## config.mk

```make
export PLATFORM = sky130hd
export DESIGN_NAME = simt_reconv_stack
export DESIGN_NICKNAME = d
export VERILOG_FILES = /design/src/rtl/simt_pkg.sv /design/src/rtl/simt_path_split.sv /design/src/rtl/simt_frame_file.sv /design/src/rtl/simt_reconv_stack.sv
export SDC_FILE = /design/constraint.sdc
export NUM_CORES = 1
export LEC_CHECK = 0
export ABC_AREA = 1
export BUFFER_PORTS_ARGS = -buffer_cell sky130_fd_sc_hd__buf_2
export CAP_MARGIN = 40
export CORE_ASPECT_RATIO = 1.25
export CORE_MARGIN = 4
export CORE_UTILIZATION = 40
export CTS_BUF_LIST = sky130_fd_sc_hd__clkbuf_4
export CTS_CLUSTER_DIAMETER = 200
export DETAILED_ROUTE_END_ITERATION = 12
export GPL_TIMING_DRIVEN = 0
export SLEW_MARGIN = 20
export SYNTH_ARGS = -nofsm -noshare
export SYNTH_HDL_FRONTEND = slang
export SYNTH_HIERARCHICAL = 1
export SYNTH_SLANG_ARGS = --single-unit
```

## constraint.sdc

```tcl
create_clock -name clk -period 10.9 [get_ports clk]
set_clock_uncertainty 0.1 [all_clocks]
set_input_delay 1.09 -clock clk [delete_from_list [all_inputs] [get_ports clk]]
set_output_delay 1.09 -clock clk [all_outputs]
set_load 0.01 [all_outputs]
```

## src/rtl/simt_pkg.sv

```systemverilog
package simt_pkg;

    typedef enum logic {
        OP_ADVANCE = 1'b0,
        OP_BRANCH  = 1'b1
    } cmd_op_t;

    typedef enum logic {
        ST_RUN  = 1'b0,
        ST_HALT = 1'b1
    } ctl_state_t;

endpackage

```

## src/rtl/simt_path_split.sv

```systemverilog
module simt_path_split #(
    parameter int LANES = 4,
    parameter int PC_W  = 16
) (
    input  logic [LANES-1:0] act_mask,
    input  logic [LANES-1:0] pred,
    input  logic [PC_W-1:0]  taken_pc,
    input  logic [PC_W-1:0]  next_pc,
    input  logic [PC_W-1:0]  rpc,
    output logic [LANES-1:0] take_mask,
    output logic [LANES-1:0] fall_mask,
    output logic             diverge,
    output logic             need_take,
    output logic             need_fall,
    output logic [1:0]       push_n,
    output logic [PC_W-1:0]  single_pc
);
    always_comb begin
        take_mask = pred & act_mask;
        fall_mask = ~pred & act_mask;
        diverge   = (|take_mask) && (|fall_mask);
        need_take = diverge && (taken_pc != rpc);
        need_fall = diverge && (next_pc != rpc);
        push_n    = {1'b0, need_take} + {1'b0, need_fall};
        single_pc = (|take_mask) ? taken_pc : next_pc;
    end
endmodule

```

## src/rtl/simt_frame_file.sv

```systemverilog
module simt_frame_file #(
    parameter int LANES    = 4,
    parameter int PC_W     = 16,
    parameter int DEPTH    = 4,
    parameter logic [PC_W-1:0] RESET_PC = '0,
    localparam int DW      = $clog2(DEPTH + 1),
    localparam int IW      = (DEPTH > 1) ? $clog2(DEPTH) : 1
) (
    input  logic             clk,
    input  logic             rst,
    input  logic             set_top,
    input  logic [PC_W-1:0]  set_pc,
    input  logic             pop,
    input  logic [1:0]       push_n,
    input  logic [PC_W-1:0]  push_rpc,
    input  logic [PC_W-1:0]  p0_pc,
    input  logic [LANES-1:0] p0_mask,
    input  logic [PC_W-1:0]  p1_pc,
    input  logic [LANES-1:0] p1_mask,
    output logic [PC_W-1:0]  top_pc,
    output logic [PC_W-1:0]  top_rpc,
    output logic [LANES-1:0] top_mask,
    output logic [DW-1:0]    depth
);
    logic [PC_W-1:0]  pc_q   [DEPTH];
    logic [PC_W-1:0]  rpc_q  [DEPTH];
    logic [LANES-1:0] mask_q [DEPTH];
    logic [DW-1:0]    depth_q;
    logic [DW-1:0]    slot_hi;
    logic [IW-1:0]    top_idx;

    assign top_idx = IW'(depth_q - DW'(1));
    assign slot_hi = depth_q + DW'(1);

    genvar i;
    generate
        for (i = 0; i < DEPTH; i++) begin : g_slot
            always_ff @(posedge clk) begin
                if (rst) begin
                    pc_q[i]   <= (i == 0) ? RESET_PC : '0;
                    rpc_q[i]  <= '1;
                    mask_q[i] <= (i == 0) ? '1 : '0;
                end else begin
                    if (set_top && (IW'(i) == top_idx))
                        pc_q[i] <= set_pc;
                    if ((push_n != 2'd0) && (DW'(i) == depth_q)) begin
                        pc_q[i]   <= p0_pc;
                        rpc_q[i]  <= push_rpc;
                        mask_q[i] <= p0_mask;
                    end
                    if ((push_n == 2'd2) && (DW'(i) == slot_hi)) begin
                        pc_q[i]   <= p1_pc;
                        rpc_q[i]  <= push_rpc;
                        mask_q[i] <= p1_mask;
                    end
                end
            end
        end
    endgenerate

    always_ff @(posedge clk) begin
        if (rst) depth_q <= DW'(1);
        else     depth_q <= depth_q + DW'(push_n) - DW'(pop);
    end

    assign top_pc   = pc_q[top_idx];
    assign top_rpc  = rpc_q[top_idx];
    assign top_mask = mask_q[top_idx];
    assign depth    = depth_q;
endmodule

```

## src/rtl/simt_reconv_stack.sv

```systemverilog
module simt_reconv_stack
    import simt_pkg::*;
#(
    parameter int LANES = 4,
    parameter int PC_W  = 16,
    parameter int DEPTH = 4,
    parameter logic [PC_W-1:0] RESET_PC = '0,
    localparam int DW   = $clog2(DEPTH + 1)
) (
    input  logic             clk,
    input  logic             rst,
    input  logic             cmd_valid,
    output logic             cmd_ready,
    input  logic             cmd_op,
    input  logic [LANES-1:0] cmd_pred,
    input  logic [PC_W-1:0]  cmd_taken_pc,
    input  logic [PC_W-1:0]  cmd_next_pc,
    input  logic [PC_W-1:0]  cmd_rpc,
    output logic [PC_W-1:0]  top_pc,
    output logic [LANES-1:0] top_mask,
    output logic [DW-1:0]    stack_depth,
    output logic             overflow
);
    ctl_state_t state_q, state_d;

    logic [PC_W-1:0]  top_rpc;
    logic [LANES-1:0] take_mask, fall_mask;
    logic             diverge, need_take, need_fall;
    logic [1:0]       push_n;
    logic [PC_W-1:0]  single_pc;

    logic             accept, is_branch, room_ok;
    logic             set_top, pop, ovf_evt;
    logic [PC_W-1:0]  set_pc, path_pc;
    logic [1:0]       do_push;
    logic [PC_W-1:0]  p0_pc;
    logic [LANES-1:0] p0_mask;

    simt_path_split #(.LANES(LANES), .PC_W(PC_W)) u_split (
        .act_mask (top_mask),
        .pred     (cmd_pred),
        .taken_pc (cmd_taken_pc),
        .next_pc  (cmd_next_pc),
        .rpc      (cmd_rpc),
        .take_mask(take_mask),
        .fall_mask(fall_mask),
        .diverge  (diverge),
        .need_take(need_take),
        .need_fall(need_fall),
        .push_n   (push_n),
        .single_pc(single_pc)
    );

    simt_frame_file #(.LANES(LANES), .PC_W(PC_W), .DEPTH(DEPTH), .RESET_PC(RESET_PC)) u_frames (
        .clk     (clk),
        .rst     (rst),
        .set_top (set_top),
        .set_pc  (set_pc),
        .pop     (pop),
        .push_n  (do_push),
        .push_rpc(cmd_rpc),
        .p0_pc   (p0_pc),
        .p0_mask (p0_mask),
        .p1_pc   (cmd_taken_pc),
        .p1_mask (take_mask),
        .top_pc  (top_pc),
        .top_rpc (top_rpc),
        .top_mask(top_mask),
        .depth   (stack_depth)
    );

    // state register
    always_ff @(posedge clk) begin
        if (rst) state_q <= ST_RUN;
        else     state_q <= state_d;
    end

    assign cmd_ready = 1'b1;
    assign accept    = cmd_valid && cmd_ready;
    assign is_branch = (cmd_op_t'(cmd_op) == OP_BRANCH);
    assign room_ok   = ({1'b0, stack_depth} + (DW+1)'(push_n)) <= (DW+1)'(DEPTH);
    assign path_pc   = is_branch ? single_pc : cmd_next_pc;
    assign p0_pc     = need_fall ? cmd_next_pc : cmd_taken_pc;
    assign p0_mask   = need_fall ? fall_mask : take_mask;

    // next state and stack controls
    always_comb begin
        state_d = state_q;
        set_top = 1'b0;
        set_pc  = path_pc;
        pop     = 1'b0;
        do_push = 2'd0;
        ovf_evt = 1'b0;
        unique case (state_q)
            ST_RUN: begin
                if (accept) begin
                    if (is_branch && diverge) begin
                        if (room_ok) begin
                            set_top = 1'b1;
                            set_pc  = cmd_rpc;
                            do_push = push_n;
                        end else begin
                            ovf_evt = 1'b1;
                            state_d = ST_HALT;
                        end
                    end else if ((path_pc == top_rpc) && (stack_depth > DW'(1))) begin
                        pop = 1'b1;
                    end else begin
                        set_top = 1'b1;
                    end
                end
            end
            ST_HALT: state_d = ST_HALT;
            default: state_d = ST_RUN;
        endcase
    end

    // outputs
    always_comb begin
        unique case (state_q)
            ST_RUN:  overflow = 1'b0;
            ST_HALT: overflow = 1'b1;
            default: overflow = 1'b0;
        endcase
    end


    depth_bound_chk: assert property (@(posedge clk) disable iff (rst)
        (stack_depth >= DW'(1)) && (stack_depth <= DW'(DEPTH)));


    overflow_sticky_chk: assert property (@(posedge clk) disable iff (rst)
        overflow |=> overflow);


    halt_frozen_chk: assert property (@(posedge clk) disable iff (rst)
        overflow |=> ($stable(top_pc) && $stable(top_mask) && $stable(stack_depth)));


    diverge_push_chk: assert property (@(posedge clk) disable iff (rst)
        (!overflow && accept && is_branch && need_take && need_fall && room_ok)
        |=> (stack_depth == $past(stack_depth) + DW'(2)));


    pop_depth_chk: assert property (@(posedge clk) disable iff (rst)
        pop |=> (stack_depth == $past(stack_depth) - DW'(1)));


    mask_live_chk: assert property (@(posedge clk) disable iff (rst)
        top_mask != '0);


    ovf_evt_chk: assert property (@(posedge clk) disable iff (rst)
        ovf_evt |=> ($stable(stack_depth) && overflow));
endmodule

```

==> results of run 1 <==
flip-flops by register name (all words and copies together), names as in the netlist:
register / cells
state_q: 1
u_frames/pc_q: 64
u_frames/rpc_q: 64
u_frames/mask_q: 16
u_frames/depth: 3
kinds of logic after synthesis:
group	share of synthesized area [%]
buffers and inverters	9.75
flip-flops	41.1
other	0.0350
AO/OA/AOI/OAI	10.4
XOR/XNOR	0.409
AND/OR/NAND/NOR	34.7
multiplexers	1.89
adder cells (fa/ha/maj)	1.77
layout by cell type, fill, tap and decap left out, types with 3 or more instances in the layout:
cell type     n
nand2_1     550
nor2_1      187
inv_1       155
edfxtp_1    144
buf_2       106
nand3_1     103
o21ai_0      89
o22ai_1      41
clkbuf_1     26
a21oi_1      25
o21ai_2      19
mux2_2       18
clkbuf_4     18
a31oi_1      15
nand2_2      13
ha_1         12
buf_4        12
buf_6        11
nand3_2       8
inv_2         8
nand4_1       5
dfxtp_1       4
nor2_4        4
nor2_2        4
buf_8         4
nand2_4       3
o21ai_1       3
buf_1         3
xor2_1        3
inv_6         3
clkinvlp_4    3
clkinv_4      3
clkinv_1      3
routing by layer:
metal,wire [µm],up-vias,global-route usage (%)
met5,0,-,0
met4,2220,0,14.9
met3,2640,99,3.44
met2,18600,503,44.1
met1,16800,4887,35.2
li1,-,5098,-
power by group through the flow:
stage	logic [mW]	registers, mW	clock network [mW]
2_1_floorplan	1.01	0.802	0
3_3_place_gp	1.55	0.811	0
3_5_place_dp	1.58	0.810	0
4_1_cts	1.59	0.796	0.322
5_1_grt	1.75	0.805	0.344
6_report	1.60	0.797	0.315
worst reg2reg max path, delay by kind of cell, from the launching register on:
kind / cells / cell delay, ps
buffers and inverters: 12 / 3320
and+or+nand+nor: 7 / 2060
AOI/OAI and AO/OA: 5 / 1580
adders and majority gates: 4 / 1180
DFF: 1 / 570
final cells by class:
class | instances | share of cell area [%]
diodes | 1 | 0.0210
plain buffers | 75 | 3.64
clock buffers | 18 | 1.14
clock inverters | 14 | 0.862
inverters | 163 | 5.14
multi-input cells | 1121 | 44.4
flip-flops and latches | 148 | 37.0
well taps | 340 | 3.58
repair buffers | 88 | 4.21
synthesized netlist by cell type (all sizes together) (2+ instances only):
| master | n |
|---|---|
| nand2 | 566 |
| nor2 | 195 |
| inv | 163 |
| edfxtp | 144 |
| nand3 | 113 |
| o21ai | 111 |
| buf | 49 |
| o22ai | 41 |
| clkbuf | 26 |
| a21oi | 25 |
| mux2 | 18 |
| a31oi | 15 |
| ha | 12 |
| nand4 | 8 |
| dfxtp | 4 |
| or2 | 4 |
| xor2 | 3 |
| fa | 2 |
| nand3b | 2 |
| xnor2 | 2 |
worst paths after layout:
| check | depth (start not counted) | from | slack [ps] | endpoint |
|---|---|---|---|---|
| max | 28 | u_frames/depth[0]$_SDFF_PP1_ | 1820 | u_frames/pc_q[0][10]$_DFFE_PP_ |
| min | 2 | state_q$_SDFF_PP0_ | 390 | state_q$_SDFF_PP0_ |
| max reg2reg | 28 | u_frames/depth[0]$_SDFF_PP1_ | 1820 | u_frames/pc_q[0][10]$_DFFE_PP_ |
| min reg2reg | 2 | state_q$_SDFF_PP0_ | 390 | state_q$_SDFF_PP0_ |
==> results.py, run 1 <==
metrics = {
    "outcome": {
        "status": "complete, no violations",
    },
    "floorplanning": {
        "die_h_um": 191,
        "core_mm2": 0.0262,
        "io_pins": 81,
        "placementRows": 66,
        "initial_utilization_pct": 40.9,
        "die_w_um": 154,
        "die_area_mm2": 0.0295,
    },
    "clocking": {
        "post_cts_resized": 0,
        "cts_buffers": 17,
        "insertion_delay_ps": 600,
        "cts_max_level": 4,
        "clk_pin_slew_ps": 140,
        "cts.sinks": 148,
        "cts_max_path_buffers": 2,
        "cts_tree": "built",
        "clock-root-buffer": "clkbuf_4",
        "holdBufCountCts": 0,
        "post_cts_buffers": 0,
    },
    "timing": {
        "clock.fmax_mhz": 110,
        "tightest_slew_ps": 794,
        "fin_setup_tns_ps": 0,
        "worst_slack_ps": 1820,
        "grt_setup_unrepaired": "false",
        "hold_viol": 0,
        "holdWs_ps": 388,
        "max-slew-margin-rel_pct": 47.1,
        "period_share_pct": 83.3,
        "finalSetupViolCount": 0,
        "period_needed_ps": 9080,
        "report.final.slew_viol_count": 0,
    },
    "setup_path": {
        "path_max_fanout": 10,
        "path_buf_inv": 12,
        "cp.required_ps": 11140,
        "critPathSlowestCell": "nand4_1",
        "cp-end-kind": "flip-flop",
        "critPathLaunchType": "flip-flop",
        "cpPeakStageDelay_ps": 700,
        "arrival_ps": 9320,
        "cp_common_cell": "clkbuf_1",
        "crit_type": "flip-flop to flip-flop",
        "crit_family": "buffers and inverters",
    },
    "placement": {
        "post-dp-hpwl_um": 30600,
        "port_buffers": 79,
        "gp_congestion": 0.967,
        "place_ws_ps": 1900,
        "postPlaceCellArea_mm2": 0.0117,
        "place_inst": 1935,
    },
    "power_and_ir_drop": {
        "p_seq_share_pct": 29.3,
        "ir_drop_mv": 0.0900,
        "intPower_mw": 1.34,
        "p_leak_nw": 5.55,
        "switchingPower_mw": 1.37,
        "power_mw": 2.72,
        "power_frac_comb_pct": 59.1,
        "p_sw_share_pct": 50.6,
        "clkPwrFrac_pct": 11.6,
        "power.density_mw_per_mm2": 228,
    },
    "routing": {
        "viasPerCell": 5.38,
        "drc_errors": 0,
        "ant_nets": 0,
        "first_iter_violations": 1163,
        "routed_wl_um": 40300,
        "firstDrtPassIters": 6,
        "vias": 10600,
        "wl_per_cell_um": 20.5,
    },
    "cells_and_area": {
        "fin_area_mm2": 0.0119,
        "layout-drive-gt1-share_pct": 15.2,
        "regArea_mm2": 0.00440,
        "final_cells": 1968,
        "area_growth_syn_to_layout_pct": 11.0,
        "multi_input_area_mm2": 0.00528,
        "fin_util_pct": 45.4,
        "fin_nets": 1684,
        "n_fill_cell": 2709,
    },
    "synthesis": {
        "syn_nets": 1577,
        "synthTopCellsByArea": "edfxtp_1, nand2_1, nor2_1, inv_1, nand3_1",
        "syn_avg_cell_area_um2": 7.11,
        "synth_top_area_share_pct": 40.4,
        "synthArstFlopShare_pct": 0,
        "synthDistinctLibCells": 40,
        "synth-seq-cells": 148,
        "yosys.area.top_type": "edfxtp_1",
        "syn_area_mm2": 0.0107,
        "ys_warn_count": 6,
        "ys_seq_area_share_pct": 41.1,
        "synth-main-ff-cell": "edfxtp_1",
        "synth_edf_count": 144,
        "syn-instance-count": 1507,
    },
    "flow_run": {
        "maxCapViolations": 0,
    },
    "global_route": {
        "antenna_found_initial": 1,
        "grt_pass1_vias": 10100,
        "grt_usage_pct": 27.2,
        "grt_pass1_wl_um": 59900,
        "grt_start_max_net_pins": 21,
        "grt.overflow.total": 0,
    },
    "min_path": {
        "hold_path.class": "flip-flop to flip-flop",
    },
}
No activity file was read; power rests on OpenSTA's default activity.
==> run 2, diff against run 1 <==
==> constraint.sdc (replaced) <==
create_clock -name clk -period 8.5 [get_ports clk]
set_clock_uncertainty 0.1 [all_clocks]
set_input_delay 0.85 -clock clk [delete_from_list [all_inputs] [get_ports clk]]
set_output_delay 0.85 -clock clk [all_outputs]
set_load 0.01 [all_outputs]
==> run 2 against run 1 <==
Compared with the run above:
- total power grew 29%
- sequential share of layout area shrank 0.19 points
- maximum frequency grew 12%
- first-iteration DRC count grew 2.1%
- hold slack is essentially flat
- sequential cell count is the same
- setup slack lost 1400 ps
- global-route usage grew 0.058 points
- clock power grew 28%
- non-clock buffer count grew 4
- cell count grew 0.20%
- critical path depth grew 2
- critical path type unchanged
- largest power group unchanged
==> results.py, run 2 (synthesis results as in run 1) <==
metrics = {
    "clocking": {
        "cts_tree": "built",
        "insertion_delay_ps": 600,
        "cts_buffers": 17,
        "cts_max_path_buffers": 2,
        "clk_pin_slew_ps": 140,
        "cts_max_level": 4,
        "cts.sinks": 148,
        "clock-root-buffer": "clkbuf_4",
        "holdBufCountCts": 0,
    },
    "routing": {
        "vias": 10700,
        "drc_errors": 0,
        "wl_per_cell_um": 20.4,
        "firstDrtPassIters": 5,
        "ant_nets": 0,
        "viasPerCell": 5.43,
        "routed_wl_um": 40300,
        "first_iter_violations": 1187,
    },
    "setup_path": {
        "crit_type": "flip-flop to flip-flop",
        "critPathLaunchType": "flip-flop",
        "timing.rr.start": "u_frames/depth[0]$_SDFF_PP1_",
        "arrival_ps": 8300,
        "cpPeakStageDelay_ps": 560,
        "path_max_fanout": 10,
        "ff2ff_setup_slack_ps": 420,
        "cp-end-kind": "flip-flop",
        "critPathSlowestCell": "dfxtp_1",
        "cp.required_ps": 8710,
        "reg2regPathDepth": 30,
        "reg2reg_to": "u_frames/mask_q[3][0]$_DFFE_PP_",
    },
    "placement": {
        "gp_congestion": 0.967,
        "post-dp-hpwl_um": 30600,
        "postPlaceCellArea_mm2": 0.0117,
        "port_buffers": 79,
    },
    "floorplanning": {
        "die_h_um": 191,
        "die_area_mm2": 0.0295,
        "io_pins": 81,
        "initial_utilization_pct": 40.9,
        "die_w_um": 154,
        "placementRows": 66,
        "core_mm2": 0.0262,
    },
    "cells_and_area": {
        "fin_util_pct": 45.7,
        "layout_commonest_cell": "nand2_1",
        "fin_area_mm2": 0.0120,
        "fin_nets": 1688,
        "n_fill_cell": 2704,
        "regArea_mm2": 0.00440,
        "layout-drive-gt1-share_pct": 15.9,
        "final_cell_mix": "nand2_1, nor2_1, inv_1",
        "multi_input_area_mm2": 0.00531,
        "area_growth_syn_to_layout_pct": 11.6,
        "reg_top3": "u_frames/pc_q x64, u_frames/rpc_q x64, u_frames/mask_q x16",
    },
    "power_and_ir_drop": {
        "p_seq_share_pct": 29.2,
        "p_leak_nw": 5.59,
        "power_mw": 3.49,
        "p_sw_share_pct": 50.4,
        "power_frac_comb_pct": 59.3,
        "clkPwrFrac_pct": 11.5,
        "ir_drop_mv": 0.116,
        "intPower_mw": 1.73,
        "switchingPower_mw": 1.76,
        "power.density_mw_per_mm2": 292,
    },
    "min_path": {
        "hp-start": "state_q$_SDFF_PP0_",
        "min_path_cells": 2,
        "hold_end": "state_q$_SDFF_PP0_",
        "hold_path.class": "flip-flop to flip-flop",
    },
    "timing": {
        "grt_setup_unrepaired": "false",
        "finalSetupViolCount": 0,
        "tightest_slew_ps": 810,
        "period_share_pct": 95.1,
        "report.final.slew_viol_count": 0,
        "max-slew-margin-rel_pct": 46.0,
        "clock.fmax_mhz": 124,
        "hold_viol": 0,
        "period_needed_ps": 8080,
    },
    "global_route": {
        "grt_start_max_net_pins": 21,
        "grt_pass1_vias": 10100,
        "grt.overflow.total": 0,
        "grt_pass1_wl_um": 60100,
        "grt_usage_pct": 27.2,
        "antenna_found_initial": 1,
    },
    "flow_run": {
        "maxCapViolations": 0,
    },
    "outcome": {
        "status": "complete, no violations",
    },
}
[run 2: how the worst max path moves through the flow]
stage / start / endpoint / slack (ps) / cells after the start
6_report: u_frames/depth[0]$_SDFF_PP1_ / u_frames/mask_q[3][0]$_DFFE_PP_ / 420 / 30
5_1_grt: u_frames/depth[0]$_SDFF_PP1_ / u_frames/mask_q[3][0]$_DFFE_PP_ / 10 / 29
4_1_cts: u_frames/depth[0]$_SDFF_PP1_ / u_frames/pc_q[3][10]$_DFFE_PP_ / 9 / 29
3_5_place_dp: u_frames/depth[0]$_SDFF_PP1_ / u_frames/pc_q[0][3]$_DFFE_PP_ / -500 / 28
3_3_place_gp: u_frames/depth[0]$_SDFF_PP1_ / u_frames/rpc_q[3][7]$_DFFE_PP_ / -1080 / 24
2_1_floorplan: u_frames/depth[0]$_SDFF_PP1_ / u_frames/mask_q[3][0]$_DFFE_PP_ / 2160 / 25
[run 2: stage by stage]
| stage | setup TNS (ps) | instances | setup slack [ps] | hold slack (ps) |
|---|---|---|---|---|
| after floorplan | 0 | 1507 | 2160 | 388 |
| after global placement | -129830 | 1926 | -1080 | 365 |
| after detailed placement | -37260 | 1935 | -504 | 366 |
| after CTS | 0 | 1972 | 9.26 | 358 |
| after global routing | 0 | 1972 | 9.64 | 364 |
| final | 0 | 1972 | 416 | 388 |
[run 2: critical path, delay by kind of cell, from the launching register on]
family / cells / cell delay [ps]
buffers and inverters: 14 / 2840
AOI/OAI and AO/OA: 6 / 1530
adders and majority gates: 4 / 1370
and+or+nand+nor: 6 / 1340
DFF: 1 / 560
[run 2: layer usage]
| metal | track usage (%) | vias to the layer above | wire, µm |
|---|---|---|---|
| li1 | - | 5100 | - |
| met1 | 35.5 | 4984 | 16600 |
| met2 | 44.1 | 511 | 18600 |
| met3 | 3.31 | 105 | 2900 |
| met4 | 14.8 | 0 | 2200 |
| met5 | 0 | - | 0 |
[run 2: cell type report]
class	count	share of cell area, %
diodes	1	0.0209
repair buffers	93	4.50
inverters	163	5.12
well taps	340	3.56
clock buffers	18	1.13
plain buffers	74	3.62
flip-flops and latches	148	36.8
multi-input cells	1121	44.4
clock inverters	14	0.858
[run 2: power groups by stage]
stage / Combinational (mW) / Sequential (mW) / Clock (mW)
global placement: 1.98 / 1.04 / 0
global route: 2.26 / 1.03 / 0.441
CTS: 2.05 / 1.02 / 0.413
detailed placement: 2.03 / 1.04 / 0
floorplan: 1.30 / 1.03 / 0
finish: 2.07 / 1.02 / 0.402
[run 2: repair_timing]
item / 4_1_cts / 5_1_grt
gates resized for setup: 3 / 8
pin swaps: 2 / 0
endpoints found under the hold margin: 0 / 0
setup endpoints to repair: 138 / 164
setup buffers: 5 / 0
